[src/rtl/trace_dec_pkg.sv]
package trace_dec_pkg;
  localparam int FRAME_W = 20;
  localparam int PKT_W   = 16;
  localparam int LANES   = PKT_W / 8;

  typedef enum logic [2:0] {
    ST_EXEC        = 3'd0,
    ST_EXEC_DATA   = 3'd1,
    ST_NOT_EXEC    = 3'd2,
    ST_WAIT        = 3'd3,
    ST_BRANCH      = 3'd4,
    ST_BRANCH_DATA = 3'd5,
    ST_TRIGGER     = 3'd6,
    ST_OFF         = 3'd7
  } status_e;
endpackage

[src/rtl/tbd_frame_classify.sv]
module tbd_frame_classify
  import trace_dec_pkg::*;
(
  input  logic [FRAME_W-1:0] frame,
  output status_e            status,
  output logic               trigger,
  output logic               pkt_ok,
  output logic               sync,
  output logic [PKT_W-1:0]   pkt,
  output logic               is_branch,
  output logic               is_exec
);
  status_e raw;

  always_comb begin
    raw       = status_e'(frame[2:0]);
    pkt       = frame[PKT_W+2:3];
    sync      = frame[FRAME_W-1];
    trigger   = (raw == ST_TRIGGER);
    status    = trigger ? status_e'(pkt[2:0]) : raw;
    pkt_ok    = (raw != ST_TRIGGER) && (raw != ST_OFF);
    is_branch = (status == ST_BRANCH) || (status == ST_BRANCH_DATA);
    is_exec   = (status[1:0] != 2'b11);
  end
endmodule

[src/rtl/tbd_group_lane.sv]
module tbd_group_lane #(
  parameter int ADDR_W = 32,
  parameter int MAXG   = (ADDR_W + 6) / 7,
  parameter int GRP_W  = $clog2(MAXG + 1)
) (
  input  logic              act_in,
  input  logic [GRP_W-1:0]  grp_in,
  input  logic [ADDR_W-1:0] val_in,
  input  logic [ADDR_W-1:0] mask_in,
  input  logic [7:0]        byte_in,
  output logic              act_out,
  output logic [GRP_W-1:0]  grp_out,
  output logic [ADDR_W-1:0] val_out,
  output logic [ADDR_W-1:0] mask_out,
  output logic              done,
  output logic [2:0]        reason
);
  logic [ADDR_W-1:0] bits_sh, mask_sh;
  logic              last;

  always_comb begin
    bits_sh = ADDR_W'(byte_in[6:0]) << (7 * grp_in);
    mask_sh = ADDR_W'(7'h7f) << (7 * grp_in);
    last    = (grp_in == GRP_W'(MAXG - 1));
    if (act_in) begin
      val_out  = val_in | bits_sh;
      mask_out = mask_in | mask_sh;
      grp_out  = grp_in + GRP_W'(1);
      done     = !byte_in[7] || last;
      act_out  = !done;
      reason   = last ? byte_in[6:4] : 3'd0;
    end else begin
      val_out  = val_in;
      mask_out = mask_in;
      grp_out  = grp_in;
      done     = 1'b0;
      act_out  = 1'b0;
      reason   = 3'd0;
    end
  end
endmodule

[src/rtl/tbd_addr_collect.sv]
module tbd_addr_collect
  import trace_dec_pkg::*;
#(
  parameter int ADDR_W = 32,
  parameter int SKIP_W = 4,
  parameter int MAXG   = (ADDR_W + 6) / 7,
  parameter int GRP_W  = $clog2(MAXG + 1)
) (
  input  logic              clk,
  input  logic              rst_n,
  input  logic              fire,
  input  logic              is_branch,
  input  logic              sync,
  input  logic              pkt_ok,
  input  logic [PKT_W-1:0]  pkt,
  input  logic [SKIP_W-1:0] skip_cnt,
  output logic              commit,
  output logic [ADDR_W-1:0] cval,
  output logic [ADDR_W-1:0] cmask,
  output logic [GRP_W-1:0]  cgrp,
  output logic [2:0]        reason,
  output logic              reason_vld
);
  logic              act_q;
  logic [SKIP_W-1:0] skip_q;
  logic [GRP_W-1:0]  grp_q;
  logic [ADDR_W-1:0] sval_q, smask_q;

  logic              act_c  [LANES+1];
  logic [GRP_W-1:0]  grp_c  [LANES+1];
  logic [ADDR_W-1:0] val_c  [LANES+1];
  logic [ADDR_W-1:0] mask_c [LANES+1];
  logic [LANES-1:0]  done_l;
  logic [2:0]        reason_l [LANES];

  always_comb begin
    act_c[0]  = fire && act_q && sync && (skip_q == '0) && pkt_ok && !is_branch;
    grp_c[0]  = grp_q;
    val_c[0]  = sval_q;
    mask_c[0] = smask_q;
  end

  for (genvar i = 0; i < LANES; i++) begin : g_lane
    tbd_group_lane #(.ADDR_W(ADDR_W), .MAXG(MAXG), .GRP_W(GRP_W)) u_lane (
      .act_in  (act_c[i]),
      .grp_in  (grp_c[i]),
      .val_in  (val_c[i]),
      .mask_in (mask_c[i]),
      .byte_in (pkt[8*i +: 8]),
      .act_out (act_c[i+1]),
      .grp_out (grp_c[i+1]),
      .val_out (val_c[i+1]),
      .mask_out(mask_c[i+1]),
      .done    (done_l[i]),
      .reason  (reason_l[i])
    );
  end

  always_comb begin
    commit = |done_l;
    cval   = val_c[LANES];
    cmask  = mask_c[LANES];
    cgrp   = grp_c[LANES];
    reason = 3'd0;
    for (int i = 0; i < LANES; i++) reason = reason | reason_l[i];
    reason_vld = commit && (cgrp == GRP_W'(MAXG));
  end

  always_ff @(posedge clk) begin
    if (!rst_n) begin
      act_q   <= 1'b0;
      skip_q  <= '0;
      grp_q   <= '0;
      sval_q  <= '0;
      smask_q <= '0;
    end else if (fire) begin
      if (is_branch) begin
        act_q   <= 1'b1;
        skip_q  <= skip_cnt;
        grp_q   <= '0;
        sval_q  <= '0;
        smask_q <= '0;
      end else if (act_q && sync) begin
        if (skip_q != '0) begin
          skip_q <= skip_q - SKIP_W'(1);
        end else if (pkt_ok) begin
          if (commit) begin
            act_q <= 1'b0;
          end else begin
            grp_q   <= grp_c[LANES];
            sval_q  <= val_c[LANES];
            smask_q <= mask_c[LANES];
          end
        end
      end
    end
  end


  grp_bound_chk: assert property (@(posedge clk) disable iff (!rst_n)
    act_q |-> (grp_q < GRP_W'(MAXG)));


  skip_no_commit_chk: assert property (@(posedge clk) disable iff (!rst_n)
    (skip_q != '0) |-> !commit);


  branch_restart_chk: assert property (@(posedge clk) disable iff (!rst_n)
    (fire && is_branch) |=> (act_q && (grp_q == '0) && (smask_q == '0)));
endmodule

[src/rtl/trace_branch_decoder.sv]
module trace_branch_decoder
  import trace_dec_pkg::*;
#(
  parameter int ADDR_W = 32,
  parameter int SKIP_W = 4,
  parameter int VB_W   = $clog2(ADDR_W + 1)
) (
  input  logic               clk,
  input  logic               rst_n,
  input  logic               in_valid,
  output logic               in_ready,
  input  logic [19:0]        in_frame,
  input  logic [SKIP_W-1:0]  skip_cnt,
  output logic               out_valid,
  input  logic               out_ready,
  output logic [2:0]         out_status,
  output logic               out_trigger,
  output logic [ADDR_W-1:0]  out_addr,
  output logic [VB_W-1:0]    out_vbits,
  output logic [2:0]         out_reason,
  output logic               out_reason_vld
);
  localparam int MAXG  = (ADDR_W + 6) / 7;
  localparam int GRP_W = $clog2(MAXG + 1);

  status_e           st;
  logic              trig, pkt_ok, sync, is_branch, is_exec, fire;
  logic [PKT_W-1:0]  pkt;
  logic              commit, reason_vld;
  logic [ADDR_W-1:0] cval, cmask, addr_nx;
  logic [GRP_W-1:0]  cgrp;
  logic [2:0]        reason;
  logic [VB_W-1:0]   vb_nx;

  assign in_ready = !out_valid || out_ready;
  assign fire     = in_valid && in_ready;

  tbd_frame_classify u_cls (
    .frame    (in_frame),
    .status   (st),
    .trigger  (trig),
    .pkt_ok   (pkt_ok),
    .sync     (sync),
    .pkt      (pkt),
    .is_branch(is_branch),
    .is_exec  (is_exec)
  );

  tbd_addr_collect #(.ADDR_W(ADDR_W), .SKIP_W(SKIP_W), .MAXG(MAXG), .GRP_W(GRP_W)) u_col (
    .clk       (clk),
    .rst_n     (rst_n),
    .fire      (fire),
    .is_branch (is_branch),
    .sync      (sync),
    .pkt_ok    (pkt_ok),
    .pkt       (pkt),
    .skip_cnt  (skip_cnt),
    .commit    (commit),
    .cval      (cval),
    .cmask     (cmask),
    .cgrp      (cgrp),
    .reason    (reason),
    .reason_vld(reason_vld)
  );

  always_comb begin
    int cap;
    cap = 7 * int'(cgrp);
    if (cap > ADDR_W) cap = ADDR_W;
    vb_nx = out_vbits;
    if (commit && (VB_W'(cap) > out_vbits)) vb_nx = VB_W'(cap);
    addr_nx = commit ? ((out_addr & ~cmask) | (cval & cmask)) : out_addr;
    if (is_exec) addr_nx = addr_nx + ADDR_W'(4);
  end

  always_ff @(posedge clk) begin
    if (!rst_n) begin
      out_valid      <= 1'b0;
      out_status     <= 3'd0;
      out_trigger    <= 1'b0;
      out_addr       <= '0;
      out_vbits      <= '0;
      out_reason     <= 3'd0;
      out_reason_vld <= 1'b0;
    end else if (fire) begin
      out_valid      <= 1'b1;
      out_status     <= st;
      out_trigger    <= trig;
      out_addr       <= addr_nx;
      out_vbits      <= vb_nx;
      out_reason     <= reason_vld ? reason : 3'd0;
      out_reason_vld <= reason_vld;
    end else if (out_ready) begin
      out_valid <= 1'b0;
    end
  end


  stall_hold_chk: assert property (@(posedge clk) disable iff (!rst_n)
    (out_valid && !out_ready) |=> (out_valid && $stable(out_addr) && $stable(out_status)
                                   && $stable(out_vbits) && $stable(out_reason_vld)));


  vbits_mono_chk: assert property (@(posedge clk) disable iff (!rst_n)
    fire |=> (out_vbits >= $past(out_vbits)));


  vbits_range_chk: assert property (@(posedge clk) disable iff (!rst_n)
    out_vbits <= VB_W'(ADDR_W));


  wait_hold_chk: assert property (@(posedge clk) disable iff (!rst_n)
    (fire && !commit && !is_exec) |=> $stable(out_addr));


  reason_zero_chk: assert property (@(posedge clk) disable iff (!rst_n)
    !out_reason_vld |-> (out_reason == 3'd0));
endmodule

[config.mk]
export PLATFORM = sky130hd
export DESIGN_NAME = trace_branch_decoder
export DESIGN_NICKNAME = d
export VERILOG_FILES = /design/src/rtl/trace_dec_pkg.sv /design/src/rtl/tbd_frame_classify.sv /design/src/rtl/tbd_group_lane.sv /design/src/rtl/tbd_addr_collect.sv /design/src/rtl/trace_branch_decoder.sv
export SDC_FILE = /design/constraint.sdc
export NUM_CORES = 1
export LEC_CHECK = 0
export ABC_AREA = 1
export BUFFER_PORTS_ARGS = -buffer_cell sky130_fd_sc_hd__buf_2
export CORE_MARGIN = 5
export CORE_UTILIZATION = 30
export DETAILED_ROUTE_END_ITERATION = 8
export PLACE_DENSITY = 0.47
export SLEW_MARGIN = 0
export SYNTH_ARGS = -nofsm -noshare
export SYNTH_HDL_FRONTEND = slang
export SYNTH_SLANG_ARGS = --single-unit
[constraint.sdc]
create_clock -name clk -period 19.6 [get_ports clk]
set_input_delay 5.88 -clock clk [delete_from_list [all_inputs] [get_ports clk]]
set_output_delay 5.88 -clock clk [all_outputs]
set_load 0.01 [all_outputs]
==> impl_metrics.yaml, run 1 <==
outcome:
  status: "finished clean"
timing:
  fin_skew_ps: 12.0
  relSlewSlack_pct: 27.0
  rsz0062_at_grt: "no"
  setup_violations: 0
  min_period_ps: 12150
  fmax_mhz: 82.3
  finalMaxSlewViolations: 0
  final-hold-violation-count: 0
  tightestPinTransition_ps: 1090
  setup_ws_ps: 7450
  fin_setup_tns_ps: 0
  post-route-period-util_pct: 62.0
die:
  initial_utilization_pct: 30.4
  die_h_um: 175
  pin_count: 76
  rows: 60
  die_width_um: 175
  fp.dieArea_um2: 30600
  coreArea_um2: 26900
critical_path:
  cp-end-kind: "output port"
  path_max_fanout: 4
  crit_chain: "buf_2, inv_1, nand2_1, buf_2"
  cp_common_cell: "buf_2"
  critPathArrivalTime_ps: 6270
  path_class: "input port to output port"
  max_stage_delay_ps: 160
  required_ps: 13720
  cp-start-kind: "input port"
  critPathTopFamily: "buffers and inverters"
  worst_path_max_delay_cell: "buf_2"
  path_buf_inv: 3
layout:
  drive_gt1_share_pct: 13.4
  fin_area_um2: 9450
  fillers: 2977
  multi_input_area_um2: 4960
  finalNetCount: 1411
  diodes: 0
  instances_no_fill: 1707
  seqCellArea_um2: 2380
  syn_to_final_growth_pct: 15.6
clocking:
  clk_pin_slew_ps: 60
  clock-root-buffer: "clkbuf_16"
  cts.sinks: 119
  cts_resized: 0
  post_cts_buffers: 0
  postCtsHoldBufs: 0
  cts_tree: "yes"
  insertion_delay_ps: 430
  h-tree-depth: 4
  cts_buffer_depth: 2
  cts_inserted_buffers: 17
routing:
  vias: 8448
  avgViaCountPerCell: 4.95
  drtPass1Iterations: 5
  drtIter0Drc: 566
  finalWirelength_um: 29200
  drc: 0
  routedWlPerCell_um: 17.1
  ant_nets: 0
logic_synthesis:
  synth_edf_count: 0
  yosys_most_used_dff: "dfxtp_1"
  synthTopCellsByArea: "dfxtp_1, nand2_1, a21oi_1"
  ys_seq_area_share_pct: 29.1
  synth.largest_area_cell: "dfxtp_1"
  syn-cell-area_um2: 8170
  synthCells: 1300
  synth_top_area_share_pct: 29.1
  synth_nets: 1358
  async_flop_share_pct: 0
  synth_top_cells_by_count: "nand2_1, a21oi_1, inv_1"
  yosysMostFrequentCell: "nand2_1"
  syn_area_per_cell_um2: 6.29
  yosysUniqueCellTypes: 47
  synth_seq_cells: 119
  yosys_warnings: 0
power_and_ir_drop:
  peakVddDrop_mv: 0.0540
  p_leak_nw: 4.27
  p_comb_share_pct: 10.3
  p_seq_share_pct: 37.4
  p_per_area_nw_per_um2: 71.3
  p_switching_mw: 0.176
  clockPowerShare_pct: 52.3
  sw_frac_of_total_pct: 26.1
  p_int_mw: 0.498
place:
  dpl.cell_count: 1675
  placed_area_um2: 8800
  dp_worst_setup_slack_ps: 7460
  hpwl_um: 21400
  portBuffers: 75
  place_congestion: 0.894
grt:
  grt.overflow.total: 0
  grt_max_degree: 92
  grt_pass1_wl_um: 46000
  grt_pass1_vias: 8089
  track_usage_pct: 19.0
  antenna_found_initial: 0
hold_path:
  hold_class: "flip-flop to flip-flop"
job:
  drv_cap: 0
cell families after synthesis:
| logic type | Yosys count | synth area share [%] |
|---|---|---|
| simple gates | 665 | 36.5 |
| flops | 119 | 29.1 |
| xor+xnor | 7 | 0.750 |
| buf+inv | 206 | 10.3 |
| fa+ha+maj | 30 | 4.87 |
| compound gates | 273 | 18.4 |
layout make-up:
class,instances,share of cell area (%)
Multi-Input combinational cell,975,52.5
Sequential cell,119,25.2
Inverter,154,6.12
Timing Repair Buffer,86,4.85
Clock buffer,20,4.73
Tap cell,341,4.52
Clock inverter,12,2.12
power by group through the flow:
stage / sequential, mW / combinational (mW) / clock (mW)
after CTS: 0.252 / 0.0702 / 0.359
after detailed placement: 0.257 / 0.0698 / 0
final: 0.252 / 0.0691 / 0.352
after global routing: 0.253 / 0.0779 / 0.369
after global placement: 0.258 / 0.0700 / 0
after floorplan: 0.259 / 0.0426 / 0
worst min-delay path: cells and delay by family (launching register included):
family | cells | cell delay [ps]
flip-flops | 1 | 300
AO/OA/AOI/OAI | 1 | 50
AND/OR/NAND/NOR | 1 | 60
flip-flops by register name, indices dropped and copies added, names as in the netlist, named ones only:
register / count
u_col.smask_q: 32
u_col.sval_q: 32
out_addr: 30
out_vbits: 6
u_col.skip_q: 4
out_reason: 3
out_status: 3
u_col.grp_q: 3
out_reason_vld: 1
out_trigger: 1
out_valid: 1
u_col.act_q: 1
metrics by stage:
stage / total power, mW / utilization [%] / hold WS, ps
6_report: 0.673 / 35.2 / 457
3_5_place_dp: 0.327 / 32.7 / 450
5_1_grt: 0.700 / 35.2 / 473
4_1_cts: 0.681 / 35.2 / 460
2_1_floorplan: 0.302 / - / 435
3_3_place_gp: 0.327 / 32.7 / 443
layout by cell type, fill, tap and decap left out, types with 5 or more instances in the layout:
cell         n
a21oi_1    148
a31oi_1     15
buf_2       75
buf_4       11
bufinv_16    5
clkbuf_16   17
dfxtp_1    119
ha_1        27
inv_1      146
inv_2        7
nand2_1    383
nand2_2     10
nand2_4      5
nand3_1     61
nand3b_1     8
nand4_1     16
nor2_1     127
nor2_2      20
nor3_1      10
nor4_1       5
o21a_1       5
o21ai_0     52
o21ai_1     21
o21bai_1    18
xor2_1       6
routing by layer:
metal	vias up	wire length, um	global-route usage, %
met4	0	667	6.02
li1	4311	-	-
met2	220	13700	31.8
met5	-	0	0
met1	3882	13500	25.3
met3	35	1320	2.73
worst paths after layout:
check	endpoint	slack (ps)	cells past startpoint	startpoint
setup reg to reg	out_vbits[4]	13970	31	u_col.grp_q[0]
hold reg to reg	u_col.smask_q[26]	460	2	u_col.smask_q[26]
setup / recovery	in_ready	7450	4	out_ready
hold / removal	u_col.smask_q[26]	460	2	u_col.smask_q[26]
No activity file was read; power rests on OpenSTA's default activity.
==> inputs of run 2 (changes only) <==
==> constraint.sdc (replaced) <==
create_clock -name clk -period 11.9 [get_ports clk]
set_input_delay 3.57 -clock clk [delete_from_list [all_inputs] [get_ports clk]]
set_output_delay 3.57 -clock clk [all_outputs]
set_load 0.01 [all_outputs]
==> run 2 against run 1 <==
Effect of this change: worst hold slack gained 0.76 ps; critical path type is now input port to flip-flop; worst setup slack lost 3900 ps; global-route usage grew 0.057 points; design area shrank 0.79%; register-to-register slack lost 8200 ps; largest cell class unchanged; combinational power grew 66%; core utilization shrank 0.28 points; non-clock buffer count shrank 2; routed wire length grew 0.47%; largest power group unchanged.
==> impl_metrics.yaml, run 2 (synthesis gave the netlist of run 1 again) <==
timing:
  relSlewSlack_pct: 41.1
  min_period_ps: 8360
  tightestPinTransition_ps: 882
  fin_setup_tns_ps: 0
  post-route-period-util_pct: 70.2
  fmax_mhz: 120
  final-hold-violation-count: 0
  setup_violations: 0
  finalMaxSlewViolations: 0
  setup_ws_ps: 3540
  whs_ps: 458
  rsz0062_at_grt: "no"
  fin_skew_ps: 11.2
power_and_ir_drop:
  power.total_mw: 1.04
  p_switching_mw: 0.281
  p_leak_nw: 4.24
  peakVddDrop_mv: 0.0687
  p_per_area_nw_per_um2: 111
  p_int_mw: 0.763
  p_comb_share_pct: 11.0
  sw_frac_of_total_pct: 26.9
  clockPowerShare_pct: 49.2
  p_seq_share_pct: 39.8
layout:
  final_common_cell: "nand2_1"
  instances_no_fill: 1705
  fin_area_um2: 9370
  syn_to_final_growth_pct: 14.7
  drive_gt1_share_pct: 13.3
  finalNetCount: 1409
  reg_top3: "u_col.smask_q (32), u_col.sval_q (32), out_addr (30)"
  fin_util_pct: 34.9
  diodes: 0
  mostFrequentLayoutCells: "nand2_1, a21oi_1, inv_1, nor2_1, dfxtp_1"
hold_path:
  hold_class: "flip-flop to flip-flop"
clocking:
  insertion_delay_ps: 420
  clock-root-buffer: "clkbuf_16"
  postCtsHoldBufs: 0
  clk_pin_slew_ps: 60
  cts.sinks: 119
  cts_tree: "yes"
  cts_inserted_buffers: 17
  cts_buffer_depth: 2
  post_cts_buffers: 0
  cts_resized: 0
  h-tree-depth: 4
die:
  die_h_um: 175
  die_width_um: 175
  initial_utilization_pct: 30.4
  rows: 60
  pin_count: 76
  fp.dieArea_um2: 30600
  coreArea_um2: 26900
critical_path:
  r2r-start: "u_col.grp_q[0]"
  path_max_fanout: 16
  r2r_cells: 30
  endpoint: "out_vbits[4]"
  cp-end-kind: "flip-flop"
  cp-start-kind: "input port"
  required_ps: 12240
  timing.rr.end: "out_vbits[4]"
  worst_path_max_delay_cell: "fa_1"
  regToRegSetupSlack_ps: 5790
  cp_common_cell: "inv_1"
  path_class: "input port to flip-flop"
  max_stage_delay_ps: 520
  critPathArrivalTime_ps: 8700
  crit_start: "in_frame[4]"
grt:
  grt_pass1_wl_um: 45900
  grt.overflow.total: 0
  grt_pass1_vias: 7996
  track_usage_pct: 19.1
  grt_max_degree: 68
  antenna_found_initial: 0
outcome:
  status: "finished clean"
job:
  drv_cap: 0
routing:
  drtPass1Iterations: 5
  finalWirelength_um: 29300
  vias: 8405
  routedWlPerCell_um: 17.2
  avgViaCountPerCell: 4.93
  drc: 0
  drtIter0Drc: 690
  ant_nets: 0
place:
  dpl.cell_count: 1673
  dp_worst_setup_slack_ps: 3080
  place_congestion: 0.885
  portBuffers: 75
  hpwl_um: 21700
  placed_area_um2: 8790
## run 2: cell types whose count changed in the layout (fill, tap and decap cells not counted), sizes merged
cell / delta
clkbuf: +5
bufinv: -4
buf: -2
clkinvlp: -2
clkinv: +1
## run 2: power groups by stage
stage | Sequential (mW) | Clock, mW | Combinational [mW]
floorplan | 0.426 | 0 | 0.0701
global placement | 0.424 | 0 | 0.116
detailed placement | 0.424 | 0 | 0.116
CTS | 0.415 | 0.524 | 0.116
global route | 0.416 | 0.541 | 0.129
finish | 0.415 | 0.513 | 0.115
## run 2: worst max-delay path: cells and delay by family
| kind | cells | cell delay [ps] |
|---|---|---|
| adders and majority gates | 6 | 1980 |
| and+or+nand+nor | 13 | 1590 |
| AOI/OAI and AO/OA | 7 | 910 |
| buffers and inverters | 7 | 630 |
## run 2: worst min path at each step
stage               depth (start not counted)               from  slack [ps]                 to
floorplan                                   2   u_col.sval_q[13]         430   u_col.sval_q[13]
global placement                            2  u_col.smask_q[21]         440  u_col.smask_q[21]
detailed placement                          2  u_col.smask_q[13]         450  u_col.smask_q[13]
CTS                                         2    u_col.sval_q[8]         460    u_col.sval_q[8]
global route                                2   u_col.sval_q[17]         470   u_col.sval_q[17]
finish                                      2  u_col.smask_q[26]         460  u_col.smask_q[26]
## run 2: area by class of cell
cell class | count | area [um^2]
fill | 2932 | 17500
multi-input combinational | 975 | 4960
clock buffer | 25 | 515
sequential | 119 | 2380
timing repair buffer | 84 | 443
inverter | 154 | 578
tap | 341 | 427
clock inverter | 7 | 66.3
## run 2: layer usage
metal | global-route usage (%) | part of all wire, %
met1 | 25.6 | 48
met3 | 2.53 | 3.6
met2 | 31.4 | 45
met4 | 6.91 | 3.0
met5 | 0 | 0
